==> src/rtl/ssp_pkg.sv <==
package ssp_pkg;

    // Default geometry of the predictor
    localparam int unsigned DEF_PC_W    = 16;
    localparam int unsigned DEF_ENTRIES = 16;
    localparam int unsigned DEF_WAYS    = 4;
    localparam int unsigned DEF_LANES   = 4;

    // Kind of update an entry performs on a clock edge
    typedef enum logic [1:0] {
        UPD_IDLE   = 2'd0,
        UPD_ALLOC  = 2'd1,
        UPD_APPEND = 2'd2,
        UPD_KEEP   = 2'd3
    } upd_kind_e;

    // Pick the update kind from the training request and entry state
    function automatic upd_kind_e pick_update(logic wr, logic tag_hit, logic present);
        if (!wr)          return UPD_IDLE;
        else if (!tag_hit) return UPD_ALLOC;
        else if (present)  return UPD_KEEP;
        else               return UPD_APPEND;
    endfunction

endpackage

==> src/rtl/ssp_entry.sv <==
module ssp_entry
    import ssp_pkg::*;
#(
    parameter int unsigned PC_W = DEF_PC_W,
    parameter int unsigned WAYS = DEF_WAYS
) (
    input  logic                 clk,
    input  logic                 rst,
    input  logic                 wr_en,
    input  logic [PC_W-1:0]      wr_load_pc,
    input  logic [PC_W-1:0]      wr_store_pc,
    output logic                 ent_valid,
    output logic [PC_W-1:0]      ent_tag,
    output logic [WAYS-1:0]      slot_vld,
    output logic [WAYS*PC_W-1:0] slot_pc
);

    localparam int unsigned PTR_W = (WAYS > 1) ? $clog2(WAYS) : 1;
    localparam logic [PTR_W-1:0] PTR_LAST  = PTR_W'(WAYS - 1);
    localparam logic [PTR_W-1:0] PTR_AFTER = PTR_W'((WAYS > 1) ? 1 : 0);

    logic [PC_W-1:0]  slots [WAYS];
    logic [PTR_W-1:0] oldest;
    logic [PTR_W-1:0] oldest_nxt;
    logic             tag_hit;
    logic             present;
    logic             pair_dup;
    upd_kind_e        kind;

    genvar gw;
    generate
        for (gw = 0; gw < WAYS; gw++) begin : g_out
            assign slot_pc[gw*PC_W +: PC_W] = slots[gw];
        end
    endgenerate

    always_comb begin
        tag_hit = ent_valid && (ent_tag == wr_load_pc);
        present = 1'b0;
        for (int w = 0; w < WAYS; w++) begin
            if (slot_vld[w] && (slots[w] == wr_store_pc)) present = 1'b1;
        end
        kind       = pick_update(wr_en, tag_hit, present);
        oldest_nxt = (oldest == PTR_LAST) ? '0 : oldest + 1'b1;
    end

    always_ff @(posedge clk) begin
        if (rst) begin
            ent_valid <= 1'b0;
            slot_vld  <= '0;
            oldest    <= '0;
        end else begin
            case (kind)
                UPD_ALLOC: begin
                    ent_valid <= 1'b1;
                    ent_tag   <= wr_load_pc;
                    slot_vld  <= WAYS'(1);
                    slots[0]  <= wr_store_pc;
                    oldest    <= PTR_AFTER;
                end
                UPD_APPEND: begin
                    slots[oldest]    <= wr_store_pc;
                    slot_vld[oldest] <= 1'b1;
                    oldest           <= oldest_nxt;
                end
                default: begin
                end
            endcase
        end
    end

    // Checker logic: any two valid slots holding the same PC
    always_comb begin
        pair_dup = 1'b0;
        for (int a = 0; a < WAYS; a++) begin
            for (int b = a + 1; b < WAYS; b++) begin
                if (slot_vld[a] && slot_vld[b] && (slots[a] == slots[b])) pair_dup = 1'b1;
            end
        end
    end

    AST_RESET_EMPTIES: assert property (@(posedge clk) rst |=> !ent_valid && (slot_vld == '0));
    AST_APPEND_LANDS: assert property (@(posedge clk) disable iff (rst)
        (kind == UPD_APPEND) |=> (slots[$past(oldest)] == $past(wr_store_pc)) && ent_valid);
    AST_ALLOC_FRESH: assert property (@(posedge clk) disable iff (rst)
        (kind == UPD_ALLOC) |=> ent_valid && (ent_tag == $past(wr_load_pc)) && ($countones(slot_vld) == 1));
    AST_KEEP_STABLE: assert property (@(posedge clk) disable iff (rst)
        (kind == UPD_KEEP) |=> $stable(slot_vld) && $stable(slot_pc) && $stable(ent_tag));
    AST_NO_DUP_SLOT: assert property (@(posedge clk) disable iff (rst) !pair_dup);

endmodule

==> src/rtl/ssp_match.sv <==
module ssp_match
    import ssp_pkg::*;
#(
    parameter int unsigned PC_W  = DEF_PC_W,
    parameter int unsigned WAYS  = DEF_WAYS,
    parameter int unsigned LANES = DEF_LANES
) (
    input  logic [WAYS-1:0]       set_vld,
    input  logic [WAYS*PC_W-1:0]  set_pc,
    input  logic [LANES-1:0]      lane_vld,
    input  logic [LANES*PC_W-1:0] lane_pc,
    output logic                  any_hit
);

    logic [LANES-1:0] lane_hit;

    genvar gl;
    generate
        for (gl = 0; gl < LANES; gl++) begin : g_lane
            logic [WAYS-1:0] way_eq;
            for (genvar gw = 0; gw < WAYS; gw++) begin : g_way
                assign way_eq[gw] = set_vld[gw] && (set_pc[gw*PC_W +: PC_W] == lane_pc[gl*PC_W +: PC_W]);
            end
            assign lane_hit[gl] = lane_vld[gl] && (|way_eq);
        end
    endgenerate

    assign any_hit = |lane_hit;

endmodule

==> src/rtl/ssp_predictor.sv <==
module ssp_predictor
    import ssp_pkg::*;
#(
    parameter int unsigned PC_W    = DEF_PC_W,
    parameter int unsigned ENTRIES = DEF_ENTRIES,
    parameter int unsigned WAYS    = DEF_WAYS,
    parameter int unsigned LANES   = DEF_LANES
) (
    input  logic                  clk,
    input  logic                  rst,
    input  logic                  trn_valid,
    input  logic [PC_W-1:0]       trn_load_pc,
    input  logic [PC_W-1:0]       trn_store_pc,
    input  logic                  q_valid,
    input  logic [PC_W-1:0]       q_load_pc,
    input  logic [LANES*PC_W-1:0] q_store_pc,
    input  logic [LANES-1:0]      q_store_vld,
    output logic                  q_stall
);

    localparam int unsigned IDX_W = (ENTRIES > 1) ? $clog2(ENTRIES) : 1;

    logic [IDX_W-1:0]      trn_idx;
    logic [IDX_W-1:0]      q_idx;
    logic                  e_valid [ENTRIES];
    logic [PC_W-1:0]       e_tag   [ENTRIES];
    logic [WAYS-1:0]       e_svld  [ENTRIES];
    logic [WAYS*PC_W-1:0]  e_spc   [ENTRIES];
    logic                  sel_hit;
    logic [WAYS-1:0]       sel_svld;
    logic [WAYS*PC_W-1:0]  sel_spc;
    logic                  set_hit;

    assign trn_idx = trn_load_pc[IDX_W-1:0];
    assign q_idx   = q_load_pc[IDX_W-1:0];

    genvar ge;
    generate
        for (ge = 0; ge < ENTRIES; ge++) begin : g_ent
            ssp_entry #(.PC_W(PC_W), .WAYS(WAYS)) u_ent (
                .clk         (clk),
                .rst         (rst),
                .wr_en       (trn_valid && (trn_idx == IDX_W'(ge))),
                .wr_load_pc  (trn_load_pc),
                .wr_store_pc (trn_store_pc),
                .ent_valid   (e_valid[ge]),
                .ent_tag     (e_tag[ge]),
                .slot_vld    (e_svld[ge]),
                .slot_pc     (e_spc[ge])
            );
        end
    endgenerate

    always_comb begin
        sel_hit  = q_valid && e_valid[q_idx] && (e_tag[q_idx] == q_load_pc);
        sel_svld = sel_hit ? e_svld[q_idx] : '0;
        sel_spc  = e_spc[q_idx];
    end

    ssp_match #(.PC_W(PC_W), .WAYS(WAYS), .LANES(LANES)) u_match (
        .set_vld  (sel_svld),
        .set_pc   (sel_spc),
        .lane_vld (q_store_vld),
        .lane_pc  (q_store_pc),
        .any_hit  (set_hit)
    );

    assign q_stall = sel_hit && set_hit;

    AST_IDLE_QUIET: assert property (@(posedge clk) disable iff (rst) !q_valid |-> !q_stall);
    AST_NO_LANE_NO_HOLD: assert property (@(posedge clk) disable iff (rst)
        (q_store_vld == '0) |-> !q_stall);
    AST_FRESH_AFTER_RESET: assert property (@(posedge clk) disable iff (rst) $past(rst) |-> !q_stall);
    AST_TRAINED_HOLDS: assert property (@(posedge clk) disable iff (rst)
        ($past(trn_valid) && !$past(rst) && q_valid && (q_load_pc == $past(trn_load_pc)) &&
         q_store_vld[0] && (q_store_pc[PC_W-1:0] == $past(trn_store_pc))) |-> q_stall);

endmodule

==> config.mk <==
export PLATFORM = sky130hd
export DESIGN_NAME = ssp_predictor
export DESIGN_NICKNAME = d
export VERILOG_FILES = /design/src/rtl/ssp_pkg.sv /design/src/rtl/ssp_entry.sv /design/src/rtl/ssp_match.sv /design/src/rtl/ssp_predictor.sv
export SDC_FILE = /design/constraint.sdc
export NUM_CORES = 2
export LEC_CHECK = 0
export BUFFER_PORTS_ARGS = -buffer_cell sky130_fd_sc_hd__buf_2
export CELL_PAD_IN_SITES_DETAIL_PLACEMENT = 0
export CELL_PAD_IN_SITES_GLOBAL_PLACEMENT = 1
export CORE_AREA = 5 5 575 577
export DETAILED_ROUTE_END_ITERATION = 10
export DIE_AREA = 0 0 580 582
export PLACE_DENSITY_LB_ADDON = 0.1
export SYNTH_ARGS = -nofsm -noshare
export SYNTH_HDL_FRONTEND = slang
export SYNTH_SLANG_ARGS = --single-unit
==> constraint.sdc <==
create_clock -name clk -period 14.7 [get_ports clk]
set_input_delay 1.47 -clock clk [delete_from_list [all_inputs] [get_ports clk]]
set_output_delay 1.47 -clock clk [all_outputs]
set_load 0.1 [all_outputs]
---- Yosys cells after proc, flatten, opt, wreduce, memory -nomap -nowiden ----
Memories as Yosys holds them, arrays and structs flattened.
Cells that the tools add are included.
storage, ports and cells
  register bits ........................... 368
  RAM bits ................................ 1024
  input bits .............................. 120
  output and inout port bits .............. 1
  memories kept ........................... 16
memory list
  name                   depth  width  rd ports  clocked after memory_dff  write ports  RTL line         source
  g_ent[0].u_ent.slots   4      16     4         0                         1            ssp_entry.sv:22  logic [PC_W-1:0] slots [WAYS];
  g_ent[10].u_ent.slots  4      16     4         0                         1            ssp_entry.sv:22
  g_ent[11].u_ent.slots  4      16     4         0                         1            ssp_entry.sv:22
  g_ent[12].u_ent.slots  4      16     4         0                         1            ssp_entry.sv:22
  g_ent[13].u_ent.slots  4      16     4         0                         1            ssp_entry.sv:22
  g_ent[14].u_ent.slots  4      16     4         0                         1            ssp_entry.sv:22
  +10 memories           n/a    n/a    n/a       n/a                       n/a          n/a
operators by class
  $add $sub $neg .......................... 16
  magnitude comparators ................... 33
  equality and inequality tests ........... 160
  muxes and demuxes ....................... 349
  bitwise gates (word level) .............. 18
  reduce and logical (&&, ||, !) cells .... 189
operators by type and width
  operator                                                    count
  equality test 16 bit                                        97
  two-way mux 16 bit                                          18
  binary-select mux 64 bit (select 4 bit)                     1
  OR reduction 16 bit                                         16
  two-way mux 1 bit                                           210
  logical AND 1 bit                                           135
  two-way mux 2 bit                                           64
  two-way mux 64 bit                                          2
  case mux 4 bit (2 select lines)                             16
  binary-select mux 16 bit (select 4 bit)                     1
  equality test 2 bit, second input constant                  32
  OR 4 bit                                                    16
  case mux 2 bit (2 select lines)                             16
  less-than comparator 2 x 3 -> 1 bit, second input constant  16
  adder 2 x 1 -> 2 bit, second input constant                 16
  demux 1 bit (select 2 bit)                                  16
  equality test 2 x 1 -> 1 bit, second input constant         16
  equality test 4 bit, second input constant                  8
  >= comparator 2 x 1 -> 1 bit, second input constant         16
  AND reduction 2 bit                                         16
  nonzero test 2 bit                                          16
  OR reduction 4 bit                                          5
  binary-select mux 4 bit (select 4 bit)                      1
  equality test 4 x 3 -> 1 bit, second input constant         4
  8 further kinds                                             11

---- Depth between registers and ports, before layout ----
An unclocked memory read counts as a cell.
  word-level depth ........................ 16
  gate-level depth with buffers ........... 16
  gate-level depth less buffers ........... 13

---- Cells and area by module ----
Synthesis repeated with hierarchy kept, for this count alone.
unflattened totals
  cell total of the unflattened synthesis .. 5152
  area, all modules ....................... 75532.4 um2
modules (own cells, without submodules)
  module                          instances  cells each  area each (um2)
  ssp_entry (g_ent[0].u_ent ...)  15         256         3881.2
  ssp_predictor                   1          665         10466.3
  ssp_entry (g_ent[9].u_ent)      1          231         3661.0
  ssp_match                       1          416         3186.8

---- Worst setup path after synthesis ----
Ideal clock, no wire load.
  kind .................................... in2out
  start ................................... input port q_load_pc[0]
  end ..................................... output port q_stall
  data arrival time ....................... 5.278 ns
  data required time ...................... 13.230 ns
  slack ................................... 7.952 ns
  stages .................................. 14
  buffers on the path ..................... 5
  path through ............................ buf_6 buf_12 buf_12 buf_6 buf_6 mux4_2 a22oi_2 nand2_2 xor2_1 nor4_2 o2111ai_1 nor4_1 nor4_1 o2111ai_1
on the way
  cells in the longest elaborated chain, start to end .. 12
RTL lines
  item                                                                                                      RTL line                                                       source
  start: declaration                                                                                        ssp_predictor.sv:15                                            input logic [PC_W-1:0] q_load_pc,
  inverter 4 -> 5 bit (not written as such)                                                                 ssp_predictor.sv:55, ssp_predictor.sv:56, ssp_predictor.sv:57
  binary-select mux 16 bit (select 4 bit) / binary-select mux 1 bit (select 4 bit) (equally long branches)  ssp_predictor.sv:55                                            sel_hit = q_valid && e_valid[q_idx] && (e_tag[q_idx] == q_load_pc);
  two-way mux 16 bit (not written as such) / two-way mux 1 bit (equally long branches) (2 in series)        ssp_predictor.sv:55
  equality test 16 bit / logical AND 1 bit (equally long branches)                                          ssp_predictor.sv:55
  logical AND 1 bit                                                                                         ssp_predictor.sv:55
  two-way mux 4 bit                                                                                         ssp_predictor.sv:56                                            sel_svld = sel_hit ? e_svld[q_idx] : '0;
  logical AND 1 bit                                                                                         ssp_match.sv:22                                                assign way_eq[gw] = set_vld[gw] && (set_pc[gw*PC_W +: PC_W] == lane_pc[gl*PC_W +: PC_W]);
  OR reduction 4 bit                                                                                        ssp_match.sv:24                                                assign lane_hit[gl] = lane_vld[gl] && (|way_eq);
  logical AND 1 bit                                                                                         ssp_match.sv:24
  OR reduction 4 bit                                                                                        ssp_match.sv:28                                                assign any_hit = |lane_hit;
  logical AND 1 bit (*)                                                                                     ssp_predictor.sv:68                                            assign q_stall = sel_hit && set_hit;
  end: declaration                                                                                          ssp_predictor.sv:18                                            output logic q_stall
Every way passes the cells marked *; elsewhere a longest branch is shown, timed or not. The select of a mux whose other input is x is not followed.

---- Worst setup path in the final report ----
  start ................................... input port q_load_pc[1]
  end ..................................... output port q_stall
The elaborated chain is that of the path after synthesis.

==> run metrics <==
Flop pwr share around 44%; die width 580 um; Hold Path Stages 2; DRT Pass-1 Iters 6; CP endpoint kind primary output; area occupied by multi-input gates ~32000 sq um; initial antenna violation count 36; r2r setup slk 9560 ps; Vias/cell roughly 4.8; most frequent cells in the layout edfxtp_1, xnor2_1, xor2_1, nand4_1, mux4_2; Power Internal just over 7000 uW; Sum Neg Setup Slack 0 ps; CP Class in2out; pwr/cell area 114 nW/um^2; Routed Antenna Nets 0; Max Cap Viol 0; ys flop type edfxtp_1; global-route usage over all layers between 20% and 30%; final hold slack around 510 ps; capturing point of the worst reg2reg path g_ent[7].u_ent.slots[0][1]; DR WL/cell about 37 um; Slowest cell on crit path buf_4; CTS Root Cell clkbuf_16; Hold Startpoint g_ent[12].u_ent.ent_valid; # fillers 33600; CP Cell Sequence buf_8 > buf_4 > buf_4 > mux2i_1 > a22oi_1 > and2_1 > or2_2 > o21ai_0 > o2111ai_1 > nor4_1 > nor4_1 > o2111ai_1 > buf_2; asr flop ratio synth 0%; cell count after synthesis 5444; Slew HR 9.24%; Post-CTS Setup Bufs 0; post-DP HPWL 286000 um; grt total ovfl 0; Worst Setup Start Kind primary input; # IOs between 100 and 150; TritonCTS clock tree done; Clk pin slew, worst setup/hold paths 50 ps; Slew Viols, Final 0; Yosys warning total 0; H-tree depth 4; vias in the first global route ~49000; clk sinks 1392; HP Class reg2reg; Post-Syn Nets 5660; CP max FO 51; fin crit share 64.6%; sw power 2650 uW; final setup fails 0; initial core utilization roughly 23%; mapped cell area approximately 74000 sq um; drt total wl 379000 um; power share of the combinational group 11.1%; Highest Clock Rate 105 MHz; Area growth syn-to-layout 16.2%; Max stage delay on crit path around 940 ps; pin count of the biggest net entering global routing 65; outcome completed; cts repair resizes 0; Core ar. between 300000 and 400000 sq um; Die Y 582 um; EDFF count, synth 1280; clock skew 67.3 ps; Crit Reg-Reg Startpoint g_ent[7].u_ent.slots[0][6]; global-route wire length before repair 497000 um; register area share after synthesis 54.7%; average cell area after synthesis 13.7 sq um; share of layout cells above drive strength 1 16.7%; clk buf depth 4; register bit count reported by yosys 1392; later-pin clock latency in the skew report roughly 900 ps; CP Data Required Time 13230 ps; cells on worst reg2reg path 12; Clk pwr share 44.5%; Residual DRC 0; crit path time final between 9000 and 10000 ps; Switching Fraction around 27%; Post-CTS Hold Fix Bufs 0; die area 338000 sq um; cell leakage power 0.0270 uW; cts bufs inserted about 180; Worst VDD drop 71.4 uV; Iter 0 DRT Violations 5170; Port-buffer cells 120; RSZ-0062 raised after global routing no; Final Total Pwr 9820 uW; gpl congestion 0.920; nets 5841; Row Count 210; Netlist cell types 86; commonest non-fill, non-tap cell in the layout edfxtp_1; final hold violations 0; crit path DAT 8020 ps; Vias 49100; Worst Max-Slew Pin Slew between 1000 and 1500 ps; sequential cell area approximately 41000 sq um; Hold Path Sink g_ent[12].u_ent.ent_valid
==> per-layer routing <==
layer	up-vias	GRT usage [%]	part of all wire [%]
met4	2	4.98	2.7
met1	26300	32.1	48
met5	-	0	0.0034
met3	346	3.30	5.7
li1	20700	-	-
met2	1676	33.4	44
==> logic make-up (layout without fill, tap and decap cells) <==
logic type	count (synthesis)	count (layout)	share of synthesized area, %
buf+inv	420	750	2.81
xor+xnor	1539	1539	18.1
mux	467	467	10.7
compound gates	411	411	3.79
flops	1392	1392	54.7
simple gates	1119	1119	8.18
other cells	0	12	0
fa+ha+maj	96	96	1.62
==> cells in the mapped netlist (all sizes together), types with 8 or more instances <==
master	n	area share [%]
dfxtp	112	3.0
a22oi	62	0.63
nand4	275	2.3
inv	100	0.50
nor2	195	0.99
o22ai	19	0.17
and3	66	0.56
a21oi	122	0.85
nand2	159	0.81
mux2i	190	2.6
nor3b	8	0.081
edfxtp	1280	52
xnor2	1138	13
or2	10	0.084
xor2	401	4.7
nor3	30	0.21
mux2	15	0.23
nand2b	29	0.24
o21bai	17	0.17
o21ai	44	0.30
buf	169	1.5
ha	96	1.6
nor4	196	1.7
mux4	262	7.9
a211oi	25	0.27
a21o	11	0.11
clkbuf	151	0.76
a221oi	24	0.32
and2	11	0.093
nor2b	60	0.51
a31oi	29	0.28
nand3	57	0.38
==> worst max-delay path by stage <==
stage,to,slack (ps),from
detailed placement,q_stall,5420,q_load_pc[1]
global placement,q_stall,5400,q_load_pc[1]
floorplan,q_stall,7950,q_load_pc[0]
CTS,q_stall,5390,q_load_pc[1]
global route,q_stall,5080,q_load_pc[1]
finish,q_stall,5210,q_load_pc[1]
==> power groups by stage <==
stage | Sequential [uW] | Combinational, uW | Clock [uW]
detailed placement | 4440 | 1080 | 0
floorplan | 4430 | 599 | 0
finish | 4360 | 1090 | 4370
global route | 4360 | 1130 | 4650
CTS | 4360 | 1090 | 4500
global placement | 4440 | 1100 | 0
==> critical path: cells and delay by family <==
kind | cells | cell delay [ps]
buffers and inverters | 4 | 2660
AOI/OAI and AO/OA | 4 | 1520
and+or+nand+nor | 4 | 1390
muxes | 1 | 790
==> flip-flops by register name, summed over array words and instances, names as in the netlist <==
signal / flops
g_ent.u_ent.oldest: 32
g_ent.u_ent.ent_valid: 16
g_ent.u_ent.slot_vld: 64
g_ent.u_ent.ent_tag: 256
g_ent.u_ent.slots: 1024
==> per-stage QoR <==
step,util [%],setup slack [ps],instance area (sq um),cells
CTS,26.5,5390,86300,10100
finish,26.5,5210,86400,10100
global route,26.5,5080,86400,10100
global placement,24.8,5400,80700,9787
detailed placement,24.8,5420,80700,9787
floorplan,-,7950,74300,5444
==> cell type report <==
class	instances	area share, %
repair buffers	318	2.67
multi-input cells	3632	37.0
diodes	12	0.0348
clock inverters	90	0.792
flip-flops and latches	1392	47.1
inverters	100	0.437
well taps	4346	6.29
clock buffers	242	5.72
(Power assumes the default switching activity.)
